$ cat config.mk
export PLATFORM = sky130hd
export DESIGN_NAME = rw_bus_arbiter
export DESIGN_NICKNAME = d
export VERILOG_FILES = /design/src/rtl/arb_pkg.sv /design/src/rtl/arb_hold.sv /design/src/rtl/arb_ctrl.sv /design/src/rtl/rw_bus_arbiter.sv
export SDC_FILE = /design/constraint.sdc
export NUM_CORES = 1
export LEC_CHECK = 0
export BUFFER_PORTS_ARGS = -buffer_cell sky130_fd_sc_hd__buf_2
export CELL_PAD_IN_SITES_DETAIL_PLACEMENT = 1
export CELL_PAD_IN_SITES_GLOBAL_PLACEMENT = 2
export CORE_UTILIZATION = 28
export DETAILED_ROUTE_END_ITERATION = 16
export GPL_TIMING_DRIVEN = 1
export MAX_ROUTING_LAYER = met4
export PLACE_DENSITY = 0.93
export SKIP_CTS_REPAIR_TIMING = 1
export SYNTH_ARGS = -nofsm -noshare
export SYNTH_HDL_FRONTEND = slang
export SYNTH_SLANG_ARGS = --single-unit
$ cat constraint.sdc
create_clock -name clk -period 1.8 [get_ports clk]
set_input_delay 0.18 -clock clk [delete_from_list [all_inputs] [get_ports clk]]
set_output_delay 0.18 -clock clk [all_outputs]
set_load 0.02 [all_outputs]
$ cat src/rtl/arb_pkg.sv
package arb_pkg;

  localparam int CH_RD  = 0;
  localparam int CH_WR  = 1;
  localparam int NUM_CH = 2;

  typedef enum logic [1:0] {
    OWN_NONE = 2'd0,
    OWN_RD   = 2'd1,
    OWN_WR   = 2'd2
  } owner_e;

  // Strobes from control to the holding datapath
  typedef struct packed {
    logic [NUM_CH-1:0] capture;  // load a slot and mark it pending
    logic [NUM_CH-1:0] clear;    // retire a slot
    logic              selWr;    // bus fields come from the write slot
    logic              drive;    // bus fields are valid
  } dpStrobe_t;

endpackage

$ cat src/rtl/arb_hold.sv
module arb_hold
  import arb_pkg::*;
#(
  parameter int ADDR_W = 32,
  parameter int LEN_W  = 8
) (
  input  logic                           clk,
  input  logic                           rst,
  input  dpStrobe_t                      strb,
  input  logic [NUM_CH-1:0][ADDR_W-1:0]  addrIn,
  input  logic [NUM_CH-1:0][LEN_W-1:0]   lenIn,
  output logic [NUM_CH-1:0]              pend,
  output logic [ADDR_W-1:0]              busAddr,
  output logic [LEN_W-1:0]               busLen
);

  logic [NUM_CH-1:0][ADDR_W-1:0] slotAddr;
  logic [NUM_CH-1:0][LEN_W-1:0]  slotLen;

  for (genvar ch = 0; ch < NUM_CH; ch++) begin : g_slot
    always_ff @(posedge clk) begin
      if (rst) begin
        pend[ch]     <= 1'b0;
        slotAddr[ch] <= '0;
        slotLen[ch]  <= '0;
      end else if (strb.capture[ch]) begin
        pend[ch]     <= 1'b1;
        slotAddr[ch] <= addrIn[ch];
        slotLen[ch]  <= lenIn[ch];
      end else if (strb.clear[ch]) begin
        pend[ch]     <= 1'b0;
      end
    end
  end

  always_comb begin
    busAddr = '0;
    busLen  = '0;
    if (strb.drive) begin
      if (strb.selWr) begin
        busAddr = slotAddr[CH_WR];
        busLen  = slotLen[CH_WR];
      end else begin
        busAddr = slotAddr[CH_RD];
        busLen  = slotLen[CH_RD];
      end
    end
  end

endmodule

$ cat src/rtl/arb_ctrl.sv
module arb_ctrl
  import arb_pkg::*;
(
  input  logic              clk,
  input  logic              rst,
  input  logic              rdReq,
  input  logic              wrReq,
  input  logic [NUM_CH-1:0] pend,
  input  logic              busDone,
  input  logic              busRearb,
  output dpStrobe_t         strb,
  output logic              rdGrant,
  output logic              wrGrant,
  output logic              busReq,
  output logic              busRnW
);

  owner_e ownerQ, ownerNext;
  logic   preferWr;   // idle-time tie goes to write when set

  always_comb begin
    ownerNext = ownerQ;
    unique case (ownerQ)
      OWN_NONE: begin
        if (pend[CH_RD] && pend[CH_WR])
          ownerNext = preferWr ? OWN_WR : OWN_RD;
        else if (pend[CH_RD])
          ownerNext = OWN_RD;
        else if (pend[CH_WR])
          ownerNext = OWN_WR;
        else
          ownerNext = OWN_NONE;
      end
      OWN_RD: begin
        if (busDone)
          ownerNext = OWN_NONE;
        else if (busRearb && pend[CH_WR])
          ownerNext = OWN_WR;   // retried read yields
        else
          ownerNext = OWN_RD;
      end
      OWN_WR: begin
        if (busDone)
          ownerNext = OWN_NONE;
        else
          ownerNext = OWN_WR;   // retried write keeps bus
      end
      default: ownerNext = OWN_NONE;
    endcase
  end

  always_ff @(posedge clk) begin
    if (rst) begin
      ownerQ   <= OWN_NONE;
      preferWr <= 1'b0;
    end else begin
      ownerQ <= ownerNext;
      if (ownerQ == OWN_NONE && ownerNext != OWN_NONE)
        preferWr <= (ownerNext == OWN_RD);
    end
  end

  always_comb begin
    strb               = '0;
    strb.capture[CH_RD] = rdReq && !pend[CH_RD];
    strb.capture[CH_WR] = wrReq && !pend[CH_WR];
    strb.clear[CH_RD]   = (ownerQ == OWN_RD) && busDone;
    strb.clear[CH_WR]   = (ownerQ == OWN_WR) && busDone;
    strb.selWr          = (ownerQ == OWN_WR);
    strb.drive          = (ownerQ != OWN_NONE);
  end

  assign rdGrant = (ownerQ == OWN_RD);
  assign wrGrant = (ownerQ == OWN_WR);
  assign busReq  = (ownerQ != OWN_NONE);
  assign busRnW  = (ownerQ == OWN_RD);

endmodule

$ cat src/rtl/rw_bus_arbiter.sv
module rw_bus_arbiter
  import arb_pkg::*;
#(
  parameter int ADDR_W = 32,
  parameter int LEN_W  = 8
) (
  input  logic              clk,
  input  logic              rst,
  input  logic              rdReq,
  input  logic [ADDR_W-1:0] rdAddr,
  input  logic [LEN_W-1:0]  rdLen,
  output logic              rdGrant,
  input  logic              wrReq,
  input  logic [ADDR_W-1:0] wrAddr,
  input  logic [LEN_W-1:0]  wrLen,
  output logic              wrGrant,
  output logic              busReq,
  output logic              busRnW,
  output logic [ADDR_W-1:0] busAddr,
  output logic [LEN_W-1:0]  busLen,
  input  logic              busDone,
  input  logic              busRearb
);

  dpStrobe_t                     strb;
  logic [NUM_CH-1:0]             pend;
  logic [NUM_CH-1:0][ADDR_W-1:0] addrIn;
  logic [NUM_CH-1:0][LEN_W-1:0]  lenIn;
  logic                          rdPend, wrPend;

  assign addrIn[CH_RD] = rdAddr;
  assign addrIn[CH_WR] = wrAddr;
  assign lenIn[CH_RD]  = rdLen;
  assign lenIn[CH_WR]  = wrLen;
  assign rdPend        = pend[CH_RD];
  assign wrPend        = pend[CH_WR];

  arb_ctrl u_ctrl (
    .clk      (clk),
    .rst      (rst),
    .rdReq    (rdReq),
    .wrReq    (wrReq),
    .pend     (pend),
    .busDone  (busDone),
    .busRearb (busRearb),
    .strb     (strb),
    .rdGrant  (rdGrant),
    .wrGrant  (wrGrant),
    .busReq   (busReq),
    .busRnW   (busRnW)
  );

  arb_hold #(.ADDR_W(ADDR_W), .LEN_W(LEN_W)) u_hold (
    .clk     (clk),
    .rst     (rst),
    .strb    (strb),
    .addrIn  (addrIn),
    .lenIn   (lenIn),
    .pend    (pend),
    .busAddr (busAddr),
    .busLen  (busLen)
  );

endmodule

==> flow_summary.yaml <==
die:
  rows: 40
  die_h_um: 115
  ios: 130
  die_area_um2: 13200
  die_x_um: 115
  start_util: 0.292
  design.core.area_um2: 12200
synthesis:
  synth_nets: 597
  ys_dominant_reg_cell: "dfxtp_1"
  ys_seq_elements: 85
  synth_mux_area_frac: 0.00420
  synth.cell_area_um2: 3570
  synthCells: 511
  synth_edf_count: 0
  synth_compound_area_frac: 0.185
  yosysUniqueCellTypes: 21
  yosysWarnings: 0
  syn_area_per_cell_um2: 6.99
  yosys.area.top_type_share: 0.477
  synth_simple_gate_area_share: 0.278
  synthAdderAreaFrac: 0
  synth_top_family_by_area: "simple AND/OR/NAND/NOR gates"
  synth_area_leaders: "dfxtp_1 48%, nand2_1 25%, a21oi_1 11%"
  async_flop_share: 0
  synth_most_common_cell: "nand2_1"
  synthXorXnorAreaFrac: 0
  synthTopCellsByCount: "241 x nand2_1, 85 x dfxtp_1, 80 x a21oi_1"
  yosysSeqAreaShare: 0.477
  yosysTopAreaCell: "dfxtp_1"
route:
  wl_per_cell_um: 13.9
  firstDrtPassIters: 5
  drtIter0Drc: 97
  drc_errors: 0
  wl_mm: 11.0
  via_per_inst: 4.61
  detail-route-antenna-nets: 0
  via_count: 3664
timing:
  final_hold_viol_count: 0
  min_period_ns: 1.75
  fin_setup_tns_ns: 0
  skew_ns: 0.00347
  worst_pin_slew_ns: 0.463
  slew_headroom: 0.691
  period_share: 0.974
  max_freq_mhz: 571
  rsz0062_at_grt: "no"
  setup_viol: 0
  slew_viol_final: 0
placement:
  portBuffers: 129
  dp_cells: 779
  gp_routability_congestion: 0.794
  hpwlAfterDp_mm: 7.91
run:
  maxCapViolations: 0
clock_network:
  cts_sinks: 85
  cts_root_buf: "clkbuf_16"
  numCtsBuffers: 9
  clk_latency_ns: 0.33
  cts.htree.levels: 3
  clk_path_buf_depth: 2
  cts_tree: "yes"
  cts.clk_slew.worst_paths_ns: 0.06
power:
  swShare: 0.252
  clockPowerShare: 0.433
  vdd_ir_drop_max_uv: 408
  leakagePower_nw: 2.00
  power_frac_comb: 0.132
  seq_power_share: 0.434
  intPower_mw: 3.59
  total_power_mw: 4.80
  p_sw_mw: 1.21
  power.density_nw_per_um2: 1010
grt:
  grt_pass1_vias: 3676
  antenna_found_initial: 0
  grt-ovfl-total: 0
  grt_pass1_wl_mm: 17.9
  grt_usage: 0.180
  grt_start_max_net_pins: 41
setup_path:
  crit_required_ns: 1.62
  path_class: "flop to output pin"
  cp-end-kind: "output pin"
  rr_startpoint: "u_ctrl.ownerQ[1]"
  timing.rr.end: "u_ctrl.preferWr"
  r2r_slack_ns: 0.45
  worstPathMaxFanout: 35
  rr_worst_depth: 4
  start_kind: "flop"
  worstPathArrival_ns: 1.57
min_path:
  hold_end: "u_hold.slotAddr[14]"
  holdCritStartpoint: "rdAddr[14]"
  min_path_type: "input pin to flop"
  holdPathStages: 3
finish:
  instances_no_fill: 794
  multi_input_area_um2: 1690
  layout-drive-gt1-share: 0.260
  regArea_um2: 1710
  nFillCells: 1606
  syn2layout_area_growth_pct: 33.0
  diodes: 0
  nets: 708
status:
  outcome: "finished clean"
-- stage by stage --
step                worst slack [ns]  cell area [um2]   util  hold WS [ns]
floorplan                      0.405             3570      -         0.256
CTS                         -0.00192             4740  0.388        0.0677
global route                 0.00240             4750  0.389        0.0734
finish                        0.0472             4750  0.389        0.0789
detailed placement             0.363             4410  0.361         0.429
global placement               0.372             4410  0.361         0.424
-- metal layers --
metal,global-route usage,wire (um),vias to the layer above
li1,-,-,1864
met1,0.227,5370,1706
met2,0.294,5210,85
met3,0.0316,371,9
met4,0.0494,83,0
met5,-,0,-
-- logic make-up (layout without fill, tap and decap cells) --
kind of cell           Yosys count  in the layout
AND/OR/NAND/NOR                256            256
AO/OA/AOI/OAI                  127            127
multiplexers                     1              1
flip-flops                      85             85
buffers and inverters           42            157
-- critical path, stage by stage, from the launching register on --
cell     delay (ns)
dfxtp_4        0.44
buf_12         0.21
nand2_1        0.07
o21ai_0        0.26
buf_2          0.23
-- layout by cell type (no fill, tap or decap) --
master	instances
buf_4	6
o21ai_1	1
clkbuf_16	9
nand2_1	241
buf_12	6
bufinv_16	3
dfxtp_1	83
dfxtp_4	2
nor2b_4	2
nand3b_1	1
inv_1	1
clkbuf_1	1
a22oi_1	1
nor2b_1	3
a311oi_1	2
a2111oi_2	1
buf_2	129
a21oi_1	80
mux2_4	1
clkinv_2	2
nand2b_2	2
or3b_1	1
a22o_1	1
nor3b_1	1
nor2_1	5
o21ai_0	41
-- power groups by stage --
stage / logic (mW) / clock network [mW] / registers [mW]
detailed placement: 0.645 / 0 / 2.13
finish: 0.635 / 2.08 / 2.09
CTS: 0.646 / 2.13 / 2.09
floorplan: 0.407 / 0 / 2.08
global placement: 0.628 / 0 / 2.12
global route: 0.711 / 2.23 / 2.10
-- flip-flops by register name, summed over array words and instances, names as in the netlist --
signal	cells
u_hold.slotAddr	64
u_hold.slotLen	16
u_ctrl.ownerQ	2
u_hold.pend	2
u_ctrl.preferWr	1
-- worst max-delay path by stage --
stage,start,end,cells past startpoint
floorplan,u_ctrl.ownerQ[0],rdGrant,4
global placement,u_ctrl.ownerQ[1],busLen[3],4
detailed placement,u_ctrl.ownerQ[0],u_ctrl.ownerQ[0],2
CTS,u_ctrl.ownerQ[1],busLen[3],4
global route,u_ctrl.ownerQ[1],busLen[3],4
finish,u_ctrl.ownerQ[1],busLen[3],4
-- final cells by class --
type                            instances  share of cell area
Inverter                                1            0.000791
Clock buffer                           10              0.0482
Multi-Input combinational cell        384               0.355
Sequential cell                        85               0.360
Timing Repair Buffer                  141               0.171
Clock inverter                          5              0.0211
Tap cell                              168              0.0443
No activity file was read; power rests on OpenSTA's default activity.
